<file path="config.mk">
export PLATFORM = sky130hd
export DESIGN_NAME = axb_regbus_axil_master
export DESIGN_NICKNAME = d
export VERILOG_FILES = /design/src/rtl/axb_pkg.sv /design/src/rtl/axb_xfer_engine.sv /design/src/rtl/axb_event_flags.sv /design/src/rtl/axb_regbus_axil_master.sv
export SDC_FILE = /design/constraint.sdc
export NUM_CORES = 1
export LEC_CHECK = 0
export BUFFER_PORTS_ARGS = -buffer_cell sky130_fd_sc_hd__buf_2
export CORE_MARGIN = 1
export CORE_UTILIZATION = 56
export DETAILED_ROUTE_END_ITERATION = 8
export PLACE_DENSITY = 0.86
export SLEW_MARGIN = 40
export SYNTH_ARGS = -nofsm -noshare
export SYNTH_HDL_FRONTEND = slang
export SYNTH_SLANG_ARGS = --single-unit
</file>
<file path="constraint.sdc">
create_clock -name clk -period 2.21 [get_ports clk]
set_clock_uncertainty 0.15 [all_clocks]
set_input_delay 0.221 -clock clk [delete_from_list [all_inputs] [get_ports clk]]
set_output_delay 0.221 -clock clk [all_outputs]
set_load 0.01 [all_outputs]
</file>
<file path="src/rtl/axb_pkg.sv">
package axb_pkg;
   // register word indices; software depends on this order
   localparam logic [2:0] REG_STAT = 3'd0;
   localparam logic [2:0] REG_CTRL = 3'd1;
   localparam logic [2:0] REG_ALO  = 3'd2;
   localparam logic [2:0] REG_AHI  = 3'd3;
   localparam logic [2:0] REG_WLO  = 3'd4;
   localparam logic [2:0] REG_WHI  = 3'd5;
   localparam logic [2:0] REG_RLO  = 3'd6;
   localparam logic [2:0] REG_RHI  = 3'd7;

   localparam logic [3:0] CMD_WR     = 4'h8;
   localparam logic [3:0] CMD_WR_INC = 4'h9;
   localparam logic [3:0] CMD_RD     = 4'hA;
   localparam logic [3:0] CMD_RD_INC = 4'hB;

   // event vector index (status bit = 11 + index)
   localparam int EV_N   = 5;
   localparam int EV_LSB = 11;

   typedef enum logic [1:0] {
      XS_IDLE  = 2'd0,
      XS_WRITE = 2'd1,
      XS_READ  = 2'd2
   } xfer_state_e;
endpackage

</file>
<file path="src/rtl/axb_xfer_engine.sv">
module axb_xfer_engine #(
   parameter int AW             = 32,
   parameter int DW             = 32,
   parameter int TIMEOUT_CYCLES = 256
) (
   input  logic          clk,
   input  logic          rst_n,
   input  logic          start,
   input  logic          start_rd,
   input  logic [AW-1:0] addr,
   input  logic [DW-1:0] wdata,
   output logic          busy,
   output logic          done_rd_ok,
   output logic          done_wr_ok,
   output logic          done_err,
   output logic          done_tmo,
   output logic [AW-1:0] m_awaddr,
   output logic          m_awvalid,
   input  logic          m_awready,
   output logic [DW-1:0] m_wdata,
   output logic [DW/8-1:0] m_wstrb,
   output logic          m_wvalid,
   input  logic          m_wready,
   input  logic [1:0]    m_bresp,
   input  logic          m_bvalid,
   output logic          m_bready,
   output logic [AW-1:0] m_araddr,
   output logic          m_arvalid,
   input  logic          m_arready,
   input  logic [1:0]    m_rresp,
   input  logic          m_rvalid,
   output logic          m_rready
);
   import axb_pkg::*;

   localparam int CW = $clog2(TIMEOUT_CYCLES + 1);

   if (TIMEOUT_CYCLES < 2) begin : g_bad_tmo
      $error("TIMEOUT_CYCLES must be at least 2");
   end
   if (DW % 8 != 0) begin : g_bad_dw
      $error("DW must be a whole number of bytes");
   end

   xfer_state_e   st_q;
   logic          aw_done_q, w_done_q, ar_done_q;
   logic [CW-1:0] cnt_q;
   logic [AW-1:0] addr_q;
   logic [DW-1:0] wdata_q;

   logic in_wr, in_rd;
   logic aw_fire, w_fire, ar_fire, b_fire, r_fire, resp_fire, expire;

   assign in_wr = (st_q == XS_WRITE);
   assign in_rd = (st_q == XS_READ);
   assign busy  = (st_q != XS_IDLE);

   assign m_awaddr  = addr_q;
   assign m_araddr  = addr_q;
   assign m_wdata   = wdata_q;
   assign m_wstrb   = '1;
   assign m_awvalid = in_wr && !aw_done_q;
   assign m_wvalid  = in_wr && !w_done_q;
   assign m_bready  = in_wr && aw_done_q && w_done_q;
   assign m_arvalid = in_rd && !ar_done_q;
   assign m_rready  = in_rd && ar_done_q;

   assign aw_fire   = m_awvalid && m_awready;
   assign w_fire    = m_wvalid && m_wready;
   assign ar_fire   = m_arvalid && m_arready;
   assign b_fire    = m_bready && m_bvalid;
   assign r_fire    = m_rready && m_rvalid;
   assign resp_fire = b_fire || r_fire;
   assign expire    = busy && !resp_fire && (cnt_q == CW'(TIMEOUT_CYCLES - 1));

   assign done_wr_ok = b_fire && (m_bresp == 2'b00);
   assign done_rd_ok = r_fire && (m_rresp == 2'b00);
   assign done_err   = (b_fire && (m_bresp != 2'b00)) || (r_fire && (m_rresp != 2'b00));
   assign done_tmo   = expire;

   always_ff @(posedge clk or negedge rst_n) begin
      if (!rst_n) begin
         st_q      <= XS_IDLE;
         aw_done_q <= 1'b0;
         w_done_q  <= 1'b0;
         ar_done_q <= 1'b0;
         cnt_q     <= '0;
         addr_q    <= '0;
         wdata_q   <= '0;
      end else begin
         case (st_q)
            XS_IDLE: begin
               if (start) begin
                  st_q      <= start_rd ? XS_READ : XS_WRITE;
                  addr_q    <= addr;
                  wdata_q   <= wdata;
                  aw_done_q <= 1'b0;
                  w_done_q  <= 1'b0;
                  ar_done_q <= 1'b0;
                  cnt_q     <= '0;
               end
            end
            default: begin
               if (aw_fire) aw_done_q <= 1'b1;
               if (w_fire)  w_done_q  <= 1'b1;
               if (ar_fire) ar_done_q <= 1'b1;
               cnt_q <= cnt_q + 1'b1;
               if (resp_fire || expire) st_q <= XS_IDLE;
            end
         endcase
      end
   end

   // the window counter never passes its limit while busy
   p_tmo_bound_r8: assert property (@(posedge clk) disable iff (!rst_n)
      busy |-> (cnt_q < CW'(TIMEOUT_CYCLES)));

   // one outcome per transaction at most
   p_one_outcome_r7: assert property (@(posedge clk) disable iff (!rst_n)
      $onehot0({done_rd_ok, done_wr_ok, done_err, done_tmo}));

   // no request channel active while idle
   p_idle_quiet_r4: assert property (@(posedge clk) disable iff (!rst_n)
      !busy |-> !(m_awvalid || m_wvalid || m_arvalid || m_bready || m_rready));

   // a pending address stays offered until accepted or abandoned
   p_aw_hold_r3: assert property (@(posedge clk) disable iff (!rst_n)
      (m_awvalid && !m_awready && !expire) |=> (m_awvalid && $stable(m_awaddr)));

   p_ar_hold_r3: assert property (@(posedge clk) disable iff (!rst_n)
      (m_arvalid && !m_arready && !expire) |=> (m_arvalid && $stable(m_araddr)));
endmodule

</file>
<file path="src/rtl/axb_event_flags.sv">
module axb_event_flags #(
   parameter int N = 5
) (
   input  logic         clk,
   input  logic         rst_n,
   input  logic [N-1:0] hit,
   input  logic [N-1:0] en,
   input  logic [N-1:0] clr,
   output logic [N-1:0] ev_q
);
   if (N < 1) begin : g_bad_n
      $error("N must be positive");
   end

   for (genvar i = 0; i < N; i++) begin : g_bit
      logic bit_q;
      logic set_i;
      assign set_i = hit[i] && en[i];

      always_ff @(posedge clk or negedge rst_n) begin
         if (!rst_n) bit_q <= 1'b0;
         else        bit_q <= set_i || (bit_q && !clr[i]);
      end
      assign ev_q[i] = bit_q;

      // a cleared flag without a new event reads zero next cycle
      p_w1c_r5: assert property (@(posedge clk) disable iff (!rst_n)
         (clr[i] && !set_i) |=> !bit_q);
      // a flag without a clear stays set
      p_sticky_r5: assert property (@(posedge clk) disable iff (!rst_n)
         (bit_q && !clr[i]) |=> bit_q);
      // a disabled flag never rises
      p_gate_r6: assert property (@(posedge clk) disable iff (!rst_n)
         (!bit_q && !en[i]) |=> !bit_q);
   end
endmodule

</file>
<file path="src/rtl/axb_regbus_axil_master.sv">
module axb_regbus_axil_master #(
   parameter int RB_W           = 16,
   parameter int AX_W           = 32,
   parameter int TIMEOUT_CYCLES = 256,
   parameter int INIT_CYCLES    = 16,
   parameter bit IRQ_REG        = 1'b0
) (
   input  logic            clk,
   input  logic            rst_n,
   input  logic            rb_sel,
   input  logic            rb_we,
   input  logic [2:0]      rb_addr,
   input  logic [RB_W-1:0] rb_wdata,
   output logic [RB_W-1:0] rb_rdata,
   input  logic            ext_irq,
   output logic            irq_o,
   output logic [AX_W-1:0] m_awaddr,
   output logic            m_awvalid,
   input  logic            m_awready,
   output logic [AX_W-1:0] m_wdata,
   output logic [AX_W/8-1:0] m_wstrb,
   output logic            m_wvalid,
   input  logic            m_wready,
   input  logic [1:0]      m_bresp,
   input  logic            m_bvalid,
   output logic            m_bready,
   output logic [AX_W-1:0] m_araddr,
   output logic            m_arvalid,
   input  logic            m_arready,
   input  logic [AX_W-1:0] m_rdata,
   input  logic [1:0]      m_rresp,
   input  logic            m_rvalid,
   output logic            m_rready
);
   import axb_pkg::*;

   localparam int ICW      = $clog2(INIT_CYCLES + 1);
   localparam int WORD_B   = AX_W / 8;

   if (AX_W != 2 * RB_W) begin : g_bad_width
      $error("AX_W must be twice RB_W");
   end
   if (RB_W < EV_LSB + EV_N) begin : g_bad_rbw
      $error("RB_W too narrow for the event field");
   end
   if (INIT_CYCLES < 1) begin : g_bad_init
      $error("INIT_CYCLES must be positive");
   end

   // ---------------- register bus decode ----------------
   logic wr_any, wr_stat, wr_ctrl;
   logic [3:0] cmd;
   logic cmd_ok, start;

   assign wr_any  = rb_sel && rb_we;
   assign wr_stat = wr_any && (rb_addr == REG_STAT);
   assign wr_ctrl = wr_any && (rb_addr == REG_CTRL);
   assign cmd     = rb_wdata[3:0];
   assign cmd_ok  = (cmd == CMD_WR) || (cmd == CMD_WR_INC) ||
                    (cmd == CMD_RD) || (cmd == CMD_RD_INC);

   // ---------------- state ----------------
   logic [EV_N-1:0] en_q;
   logic [AX_W-1:0] addr_q, wd_q, rd_q;
   logic            rdav_q, inc_q, init_q;
   logic [ICW-1:0]  init_cnt_q;

   logic busy, done_rd_ok, done_wr_ok, done_err, done_tmo, done_ok;
   logic [EV_N-1:0] ev_q, ev_hit, ev_clr;

   assign start   = wr_ctrl && cmd_ok && !busy;
   assign done_ok = done_rd_ok || done_wr_ok;

   always_ff @(posedge clk or negedge rst_n) begin
      if (!rst_n) begin
         en_q   <= '0;
         addr_q <= '0;
         wd_q   <= '0;
         rd_q   <= '0;
         rdav_q <= 1'b0;
         inc_q  <= 1'b0;
      end else begin
         if (wr_ctrl) en_q <= rb_wdata[EV_LSB +: EV_N];
         if (wr_any && rb_addr == REG_ALO) addr_q[RB_W-1:0]    <= rb_wdata;
         if (wr_any && rb_addr == REG_AHI) addr_q[AX_W-1:RB_W] <= rb_wdata;
         if (wr_any && rb_addr == REG_WLO) wd_q[RB_W-1:0]      <= rb_wdata;
         if (wr_any && rb_addr == REG_WHI) wd_q[AX_W-1:RB_W]   <= rb_wdata;
         if (done_ok && inc_q) addr_q <= addr_q + AX_W'(WORD_B);
         if (start) begin
            inc_q  <= rb_wdata[0];
            rdav_q <= 1'b0;
         end
         if (done_rd_ok) begin
            rd_q   <= m_rdata;
            rdav_q <= 1'b1;
         end
      end
   end

   always_ff @(posedge clk or negedge rst_n) begin
      if (!rst_n) begin
         init_cnt_q <= '0;
         init_q     <= 1'b0;
      end else if (!init_q) begin
         init_cnt_q <= init_cnt_q + 1'b1;
         if (init_cnt_q == ICW'(INIT_CYCLES - 1)) init_q <= 1'b1;
      end
   end

   // ---------------- transfer engine ----------------
   axb_xfer_engine #(
      .AW(AX_W), .DW(AX_W), .TIMEOUT_CYCLES(TIMEOUT_CYCLES)
   ) u_xfer (
      .clk(clk), .rst_n(rst_n),
      .start(start), .start_rd(cmd[1]),
      .addr(addr_q), .wdata(wd_q),
      .busy(busy),
      .done_rd_ok(done_rd_ok), .done_wr_ok(done_wr_ok),
      .done_err(done_err), .done_tmo(done_tmo),
      .m_awaddr(m_awaddr), .m_awvalid(m_awvalid), .m_awready(m_awready),
      .m_wdata(m_wdata), .m_wstrb(m_wstrb), .m_wvalid(m_wvalid), .m_wready(m_wready),
      .m_bresp(m_bresp), .m_bvalid(m_bvalid), .m_bready(m_bready),
      .m_araddr(m_araddr), .m_arvalid(m_arvalid), .m_arready(m_arready),
      .m_rresp(m_rresp), .m_rvalid(m_rvalid), .m_rready(m_rready)
   );

   // ---------------- event flags ----------------
   assign ev_hit = {done_rd_ok, done_wr_ok, done_tmo, done_err, ext_irq};
   assign ev_clr = wr_stat ? rb_wdata[EV_LSB +: EV_N] : '0;

   axb_event_flags #(.N(EV_N)) u_flags (
      .clk(clk), .rst_n(rst_n),
      .hit(ev_hit), .en(en_q), .clr(ev_clr),
      .ev_q(ev_q)
   );

   // ---------------- interrupt ----------------
   logic irq_any;
   assign irq_any = |(ev_q & en_q);

   if (IRQ_REG) begin : g_irq_reg
      logic irq_q;
      always_ff @(posedge clk or negedge rst_n) begin
         if (!rst_n) irq_q <= 1'b0;
         else        irq_q <= irq_any;
      end
      assign irq_o = irq_q;
   end else begin : g_irq_comb
      assign irq_o = irq_any;
      // the output only rises with a pending event
      p_irq_src_r11: assert property (@(posedge clk) disable iff (!rst_n)
         irq_o |-> (ev_q != '0));
   end

   // ---------------- read mux ----------------
   always_comb begin
      rb_rdata = '0;
      case (rb_addr)
         REG_STAT: begin
            rb_rdata[EV_LSB +: EV_N] = ev_q;
            rb_rdata[7] = rdav_q;
            rb_rdata[6] = busy;
            rb_rdata[5] = init_q;
         end
         REG_CTRL: rb_rdata[EV_LSB +: EV_N] = en_q;
         REG_ALO:  rb_rdata = addr_q[RB_W-1:0];
         REG_AHI:  rb_rdata = addr_q[AX_W-1:RB_W];
         REG_WLO:  rb_rdata = wd_q[RB_W-1:0];
         REG_WHI:  rb_rdata = wd_q[AX_W-1:RB_W];
         REG_RLO:  rb_rdata = rd_q[RB_W-1:0];
         REG_RHI:  rb_rdata = rd_q[AX_W-1:RB_W];
         default:  rb_rdata = '0;
      endcase
   end

   // ready flag never drops once set
   p_init_hold_r10: assert property (@(posedge clk) disable iff (!rst_n)
      init_q |=> init_q);

   // successful post-increment steps the stored address by one word
   p_postinc_r9: assert property (@(posedge clk) disable iff (!rst_n)
      (done_ok && inc_q) |=> (addr_q == $past(addr_q) + AX_W'(WORD_B)));

   // a good read raises the data-available flag
   p_rdav_r2: assert property (@(posedge clk) disable iff (!rst_n)
      done_rd_ok |=> rdav_q);

   // a command accepted makes the bridge busy on the next cycle
   p_start_busy_r4: assert property (@(posedge clk) disable iff (!rst_n)
      start |=> busy);
endmodule

</file>
Word level (Yosys, flattened, before mapping). Cells that the tools add are included.

Register bits after elaboration: 192. Output and inout bits: 122.

$add $sub $neg: 3. Equality and inequality tests: 16. Mux-type cells: 24. Bitwise operators: 1. Reductions and logical operators: 79.

Operators with widths (number): $pmux W5 S8 (1); $logic_and A1 B1 Y1 (37); $add A32 B3 Y32 const B (1); $mux W16 (2); $mux W32 (1); $pmux W5 S6 (1); $pmux W3 S7 (1); $reduce_bool A2 Y1 (10); $mux W9 (2); $pmux W3 S6 (1); $eq A4 B4 Y1 const B (4); $eq A3 B3 Y1 const B (4); $logic_or A1 B1 Y1 (12); $logic_not A1 Y1 (10); $mux W1 (10); $reduce_and A2 Y1 (5); $add A9 B1 Y9 const B (1); $eq A9 B8 Y1 const B (1); $mux W2 (4); $eq A3 B2 Y1 const B (2); $logic_not A2 Y1 (3); $add A5 B1 Y5 const B (1); $and A5 B5 Y5 (1); $eq A5 B4 Y1 const B (1); other kinds (7) (7).

Depth between registers and ports, before layout. Gate-level depths: netlist (run 1).

Depth in word-level cells: 11. Depth in mapped cells: 8. Mapped depth without buffers: 7.

By module. From an unflattened synthesis (run 1), not the netlist that was laid out.

Cell total of the unflattened synthesis: 796. Area, all modules: 9773.1 µm².

Modules (own cells, without submodules): axb_regbus_axil_master (times used 1, cells an instance 520, area each 5865.6 µm², seq. area each 2727.6 µm²); axb_xfer_engine (times used 1, cells an instance 251, area each 3663.5 µm², seq. area each 1951.9 µm²); axb_event_flags (times used 1, cells an instance 25, area each 244.0 µm², seq. area each 125.1 µm²).

Worst setup path before layout (run 1). OpenSTA, ideal clock, no wires.

Path type: reg-to-reg. Start: register addr_q[2]. End: register addr_q[18]. Arrival: 1.613 ns. Setup slack: 0.328 ns. Stages on the path, launching flop included: 7. Buffers on the path: 0. Path through: dfrtp_1 ha_1 nand3_1 nor2_1 nand4_1 o32a_1 o21a_1.

Word-level cells in the longest chain between the ends: 2.

Ends and longest elaborated chain: start, declared (line axb_regbus_axil_master.sv:64) `logic [AX_W-1:0] addr_q, wd_q, rd_q;`; start signal, assigned by index (line axb_regbus_axil_master.sv:84) `if (wr_any && rb_addr == REG_ALO) addr_q[RB_W-1:0] <= rb_wdata;`; start signal, assigned by index (line axb_regbus_axil_master.sv:85) `if (wr_any && rb_addr == REG_AHI) addr_q[AX_W-1:RB_W] <= rb_wdata;`; start signal, assigned (line axb_regbus_axil_master.sv:88) `if (done_ok && inc_q) addr_q <= addr_q + AX_W'(WORD_B);`; $add A32 B3 Y32 (line axb_regbus_axil_master.sv:88); $mux W32 (line axb_regbus_axil_master.sv:88).

Every way passes these cells. A chain may end at the register's enable or synchronous reset.

Final worst setup path (run 1).
Start: register u_xfer.st_q[1]. End: output rb_rdata[6].

Word-level cells in the longest chain between the ends: 2.

Ends and longest elaborated chain: start, declared (line axb_xfer_engine.sv:45) `xfer_state_e st_q;`; start signal, assigned (line axb_xfer_engine.sv:94) `st_q <= start_rd ? XS_READ : XS_WRITE;`; $reduce_bool A2 Y1 (line axb_xfer_engine.sv:56) `assign busy = (st_q != XS_IDLE);`; $pmux W3 S7 (line axb_regbus_axil_master.sv:158) `case (rb_addr)`; end, declared (line axb_regbus_axil_master.sv:14) `output logic [RB_W-1:0] rb_rdata,`.

Every way passes these cells.

==> out/metrics.cfg, run 1 <==
[clock_tree]
clk_latency_ns = 0.44
cts-root-buf = clkbuf_16
htree_levels = 4
cts.clk_slew.worst_paths_ns = 0.06
cts_tree = yes
cts-buffers-inserted = 17
clk_path_buf_depth = 2
clock_sinks = 192

[synth]
ys_ff_latch = 192
synth_common_cells = nand2_1, dfrtp_1, o21ai_0, mux2_2, buf_4
synth_ff_type = dfrtp_1
synth_top_area_share_pct = 50.2
yosys_warnings = 0
async_flop_share_pct = 100
netlist_top_cells_area = dfrtp_1, nand2_1, mux2_2
synth_area_leader_cell = dfrtp_1
ys_types = 80
synth_cells = 1008
synth.avg_cell_area_um2 = 9.50
yosysSeqAreaShare_pct = 50.2
syn_area_um2 = 9570
synth_edf_count = 0
synth.most_common_cell = nand2_1

[critical_path]
critPathKind = reg2out
crit_fanout = 2
crit_family = multiplexers
cp_common_cell = nor2_2
r2r_start = u_xfer.st_q[0]
crit_start = u_xfer.st_q[1]
slowest_stage = mux4_2
slowest_delay_ns = 0.47
path_cells = or2_4 -> mux4_2 -> nor2_2 -> nor2_2 -> buf_2
arrival_ns = 1.92
worst-path-buf-inv = 1
worst_setup_path_end_kind = output pin
worstPathRequired_ns = 1.84
start_kind = register

[drt]
post_drt_via_cell_ratio = 6.08
dr.first_iter.drc_count = 1105
wire_per_inst_um = 20.6
ant_nets = 0
routed_wl_mm = 30.5
first_pass_iters = 7
vias = 8991
drcViolationCount = 0

[finish]
nNetsFinal = 1317
syn2layout_area_growth_pct = 25.6
drive_above_1_share_pct = 30.6
insertedDiodeCount = 0
fin_util_pct = 72.2
fin_cells = 1480

[global_route]
met1_usage_pct = 47.4
grt_max_degree = 75
use_met3_pct = 7.51
use_met2_pct = 55.3
grt_pass1_wl_mm = 47.3
grt_pass1_vias = 8658
busiest_layer = met2
grt_use_total_pct = 35.3
grt.overflow.total = 0
antenna_found_initial = 0

[sta]
tightest_slew_ns = 0.581
rsz0062_at_grt = true
finalCriticalPeriod_ns = 2.29
layout_setup_ws_ns = -0.0793
maxSlewViolCount = 0
timing.hold.ws_ns = 0.0326
min_period_over_period_pct = 104
setup_viol = 1
finalSetupTns_ns = -0.0793
slew-limit-headroom_pct = 61.3
hold_viol = 0
fmax_mhz = 437

[placed_design]
preCtsSetupSlack_ns = 0.0569
hpwl_mm = 20.8
place_congestion = 1.01
io_buffer_count = 182
dp_cells = 1385

[floorplanning]
die_w_um = 133
die_area_um2 = 17600
rows = 47
core_area_um2 = 16600
start_util_pct = 57.5
io_pins = 187
die_height_um = 133

[job]
maxCapViolations = 0

[worst_hold_path]
min_from = rb_wdata[11]
hold_path.class = in2reg

[power_and_ir_drop]
vdd_drop_max_mv = 0.662
power_leakage_nw = 6.17
cellPowerDensity_nw_per_um2 = 926

[status]
outcome = finished, violations left
violations = negative setup slack

## power breakdown
part / leakage, nW / switching, W / internal (W) / total, W
Combinational: 3.43 / 0.00162 / 0.00139 / 0.00301
Clock: 0.272 / 0.00138 / 0.00163 / 0.00301
Sequential: 2.46 / 0.000820 / 0.00428 / 0.00510
## state kept, by name, summed over array words and instances (netlist names), 2 cells and up
name and flops:
addr_q 32, init_cnt_q 5, u_xfer.st_q 2, u_xfer.m_araddr 32
u_xfer.cnt_q 9, rd_q 32, wd_q 32, en_q 5
u_flags.g_bit.bit_q 5, u_xfer.m_wdata 32
## worst paths after layout
| path | end | slack [ns] | cells after the start |
|---|---|---|---|
| setup / recovery | rb_rdata[6] | -0.08 | 5 |
| min in group asynchronous | u_xfer.m_araddr[18] | 0.17 | 2 |
| hold / removal | wd_q[27] | 0.03 | 3 |
| hold reg to reg | init_cnt_q[3] | 0.32 | 1 |
| max in group asynchronous | wd_q[0] | 0.97 | 3 |
| setup reg to reg | addr_q[18] | 0.05 | 7 |
## metal layers
metal,vias up,wire length [µm]
met5,-,0
met4,0,1620
met3,122,3300
met2,639,13800
met1,4304,11800
li1,3926,-
## cells in the final DEF, fill, tap and decap left out, types with 5 or more instances in the layout
cell / count
a221o_1: 5
buf_2: 180
a22o_1: 13
dlygate4sd3_1: 46
and3_1: 7
nand4_1: 8
dfrtp_1: 187
nand3_1: 24
and4_1: 6
mux2i_1: 10
o22ai_1: 7
ha_1: 5
nor2_1: 39
buf_4: 69
nand2_1: 322
o21ai_0: 41
o211ai_1: 5
o21ai_1: 5
a21o_1: 6
clkbuf_16: 17
dfrtp_2: 5
nor3_1: 6
inv_1: 22
mux2_2: 43
buf_12: 6
mux4_2: 8
a221oi_1: 7
a21oi_1: 22
a32o_1: 5
a22oi_1: 6
## area by class of cell
| class | count | area [µm²] |
|---|---|---|
| Inverter | 23 | 91.3 |
| Clock buffer | 22 | 464 |
| Sequential cell | 192 | 4810 |
| Clock inverter | 10 | 103 |
| Fill cell | 1173 | 4620 |
| Multi-Input combinational cell | 708 | 4230 |
| Timing Repair Buffer | 305 | 2040 |
| Tap cell | 220 | 275 |
## tightest hold or removal path, cell delays in order
cell and delay [ns]:
buf_2 0.19, nand2_1 0.08, o21ai_0 0.07
## repair_timing
action                                 CTS  global route
gates resized for setup                  8            23
cloned                                   0             1
hold buffers                            46             0
setup endpoints to repair                4            21
buffers inserted                         6            11
endpoints found under the hold margin  115             0
pin swaps                                5             9
## metrics by stage
step | cell area [µm²] | total power (W)
6_report | 12000 | 0.0111
4_1_cts | 11800 | 0.0109
3_3_place_gp | 10800 | 0.00770
5_1_grt | 12000 | 0.0116
3_5_place_dp | 10800 | 0.00780
2_1_floorplan | 9580 | 0.00652
## cell families (layout without fill, tap and decap cells)
| group | Yosys count | in the layout | synth area share (%) |
|---|---|---|---|
| flops | 192 | 192 | 50.2 |
| simple gates | 463 | 463 | 21.6 |
| compound gates | 166 | 167 | 12.3 |
| mux | 62 | 62 | 8.09 |
| other cells | 1 | 4 | 0.0392 |
| buf+inv | 112 | 360 | 6.55 |
| fa+ha+maj | 5 | 5 | 0.654 |
| xor+xnor | 7 | 7 | 0.641 |
No activity file was read; power rests on OpenSTA's default activity.
==> run 2: changes to the inputs <==
CORE_UTILIZATION = 39   (was 56)
PLACE_DENSITY = 0.65   (was 0.86)
==> out/metrics.cfg, run 2 (synthesis gave the netlist of run 1 again) <==
[global_route]
grt_pass1_wl_mm = 47.8  ; +1.2%
antenna_found_initial = 0  ; unchanged
grt_max_degree = 57  ; -24%
grt.overflow.total = 0  ; unchanged
grt_pass1_vias = 8029  ; -7.3%
grt_use_total_pct = 25.9  ; -9.5 points

[finish]
num-fill-cells = 2200  ; +88%
drive_above_1_share_pct = 30.8  ; +0.21 points
fin_util_pct = 51.2  ; -21 points
nNetsFinal = 1315  ; -0.15%
mostFrequentLayoutCells = nand2_1, dfrtp_1, buf_2, buf_4, dlygate4sd3_1
syn2layout_area_growth_pct = 26.9
final_common_cell = nand2_1
insertedDiodeCount = 0  ; unchanged

[placed_design]
hpwl_mm = 22.9  ; +9.8%
place_congestion = 0.926  ; -8.2%
io_buffer_count = 182  ; unchanged

[critical_path]
crit_family = multiplexers
worst_setup_path_end_kind = output pin
r2r_start = u_xfer.st_q[0]
cp_common_cell = nor2_2
path_cells = or2_4 -> mux4_2 -> nor2_2 -> nor2_2 -> buf_2
rrSetupSlack_ns = 0.06  ; about the same
arrival_ns = 1.94  ; +0.02 ns
start_kind = register
slowest_delay_ns = 0.48  ; about the same
critPathKind = reg2out
timing.rr.end = addr_q[25]
crit_fanout = 2  ; unchanged
worstPathRequired_ns = 1.84  ; about the same
worst-path-buf-inv = 1  ; unchanged
rr_worst_depth = 8  ; +1
slowest_stage = mux4_2

[floorplanning]
die_height_um = 159  ; +20%
die_w_um = 159  ; +20%
die_area_um2 = 25200  ; +43%
io_pins = 187  ; unchanged
start_util_pct = 40.3  ; -17 points
core_area_um2 = 23800  ; +43%
rows = 56  ; +19%

[status]
violations = negative setup slack
outcome = finished, violations left

[worst_hold_path]
min_from = rb_wdata[6]
hold_path_end = wd_q[6]
hold_path.class = in2reg
min_path_cells = 2  ; -1

[job]
maxCapViolations = 0  ; unchanged

[drt]
dr.first_iter.drc_count = 925  ; -16%
ant_nets = 0  ; unchanged
first_pass_iters = 5  ; -2
vias = 8570  ; -4.7%
routed_wl_mm = 31.4  ; +2.8%
drcViolationCount = 0  ; unchanged
wire_per_inst_um = 19.9  ; -3.5%
post_drt_via_cell_ratio = 5.43  ; -11%

[sta]
rsz0062_at_grt = true
maxSlewViolCount = 0  ; unchanged
layout_setup_ws_ns = -0.0964  ; -0.0171 ns
fmax_mhz = 434  ; -0.74%
min_period_over_period_pct = 104  ; +0.77 points
timing.hold.ws_ns = 0.000838  ; -0.0318 ns
setup_viol = 2  ; +1
finalCriticalPeriod_ns = 2.31  ; +0.0171 ns
hold_viol = 0  ; unchanged

[clock_tree]
cts.clk_slew.worst_paths_ns = 0.08  ; +0.02 ns
htree_levels = 4  ; unchanged
clk_latency_ns = 0.45  ; about the same
clk_path_buf_depth = 2  ; unchanged
cts_tree = yes
clock_sinks = 192  ; unchanged
cts-buffers-inserted = 17  ; unchanged
cts-root-buf = clkbuf_16

[power_and_ir_drop]
finalPower_w = 0.0112  ; +1.0%
cellPowerDensity_nw_per_um2 = 925  ; about the same
power_leakage_nw = 6.19  ; +0.32%
vdd_drop_max_mv = 0.401  ; -39%

-- run 2: changes by cell type in the layout (fill, tap and decap cells not counted), sizes merged, moves of 2 or more --
cell	before	now
buf	257	259
dlygate4sd3	46	44
inv	26	31
clkbuf	24	19
-- run 2: layer usage --
layer / global-route usage, % / part of all wire, %
met5: 0 / 0
met1: 36.5 / 44
met4: 8.20 / 2.6
met2: 40.7 / 46
met3: 3.95 / 7.3
-- run 2: worst reg2reg max path: stages (launching register included) --
cell,delay [ns]
dfrtp_2,0.41
buf_4,0.16
and4b_1,0.21
buf_4,0.15
and2_4,0.16
o21ai_4,0.16
buf_12,0.19
o21ai_0,0.13
a221o_1,0.31
-- run 2: what timing repair did --
action	CTS	global route
gates resized for setup	15	15
pin swaps	5	6
hold buffers	44	0
setup buffers	12	4
endpoints found under the setup margin	6	20
endpoints found under the hold margin	222	0
-- run 2: area by class of cell --
cell class,instances,area (µm²),share of cell area [%]
Clock buffer,18,439,3.61
Sequential cell,192,4810,39.6
Tap cell,319,399,3.28
Multi-Input combinational cell,707,4210,34.7
Timing Repair Buffer,304,2040,16.8
Clock inverter,14,160,1.32
Inverter,23,90.1,0.741
-- run 2: worst max-delay path by stage --
stage | start | endpoint | slack (ns) | cells past startpoint
4_1_cts | u_xfer.st_q[1] | rb_rdata[6] | -0.09 | 5
6_report | u_xfer.st_q[1] | rb_rdata[6] | -0.1 | 5
3_3_place_gp | u_xfer.st_q[0] | addr_q[25] | 0.1 | 5
5_1_grt | u_xfer.st_q[1] | rb_rdata[6] | -0.11 | 5
2_1_floorplan | addr_q[2] | addr_q[18] | 0.33 | 6
3_5_place_dp | u_xfer.st_q[0] | addr_q[25] | 0.05 | 5
-- run 2: report_power, final --
| part | leakage [nW] | internal [W] | switching [W] | total (W) |
|---|---|---|---|---|
| Sequential | 2.46 | 0.00428 | 0.000798 | 0.00508 |
| Clock | 0.294 | 0.00156 | 0.00158 | 0.00314 |
| Combinational | 3.43 | 0.00141 | 0.00162 | 0.00303 |
-- run 2: per-stage QoR --
step                cells  TNS [ns]  cell area [µm²]  worst slack (ns)
detailed placement   1487         0            10900            0.0523
floorplan            1011         0             9580             0.328
global route         1577    -0.318            12200            -0.112
global placement     1487         0            10900            0.0951
finish               1577    -0.117            12200           -0.0964
CTS                  1574    -0.114            12100           -0.0922
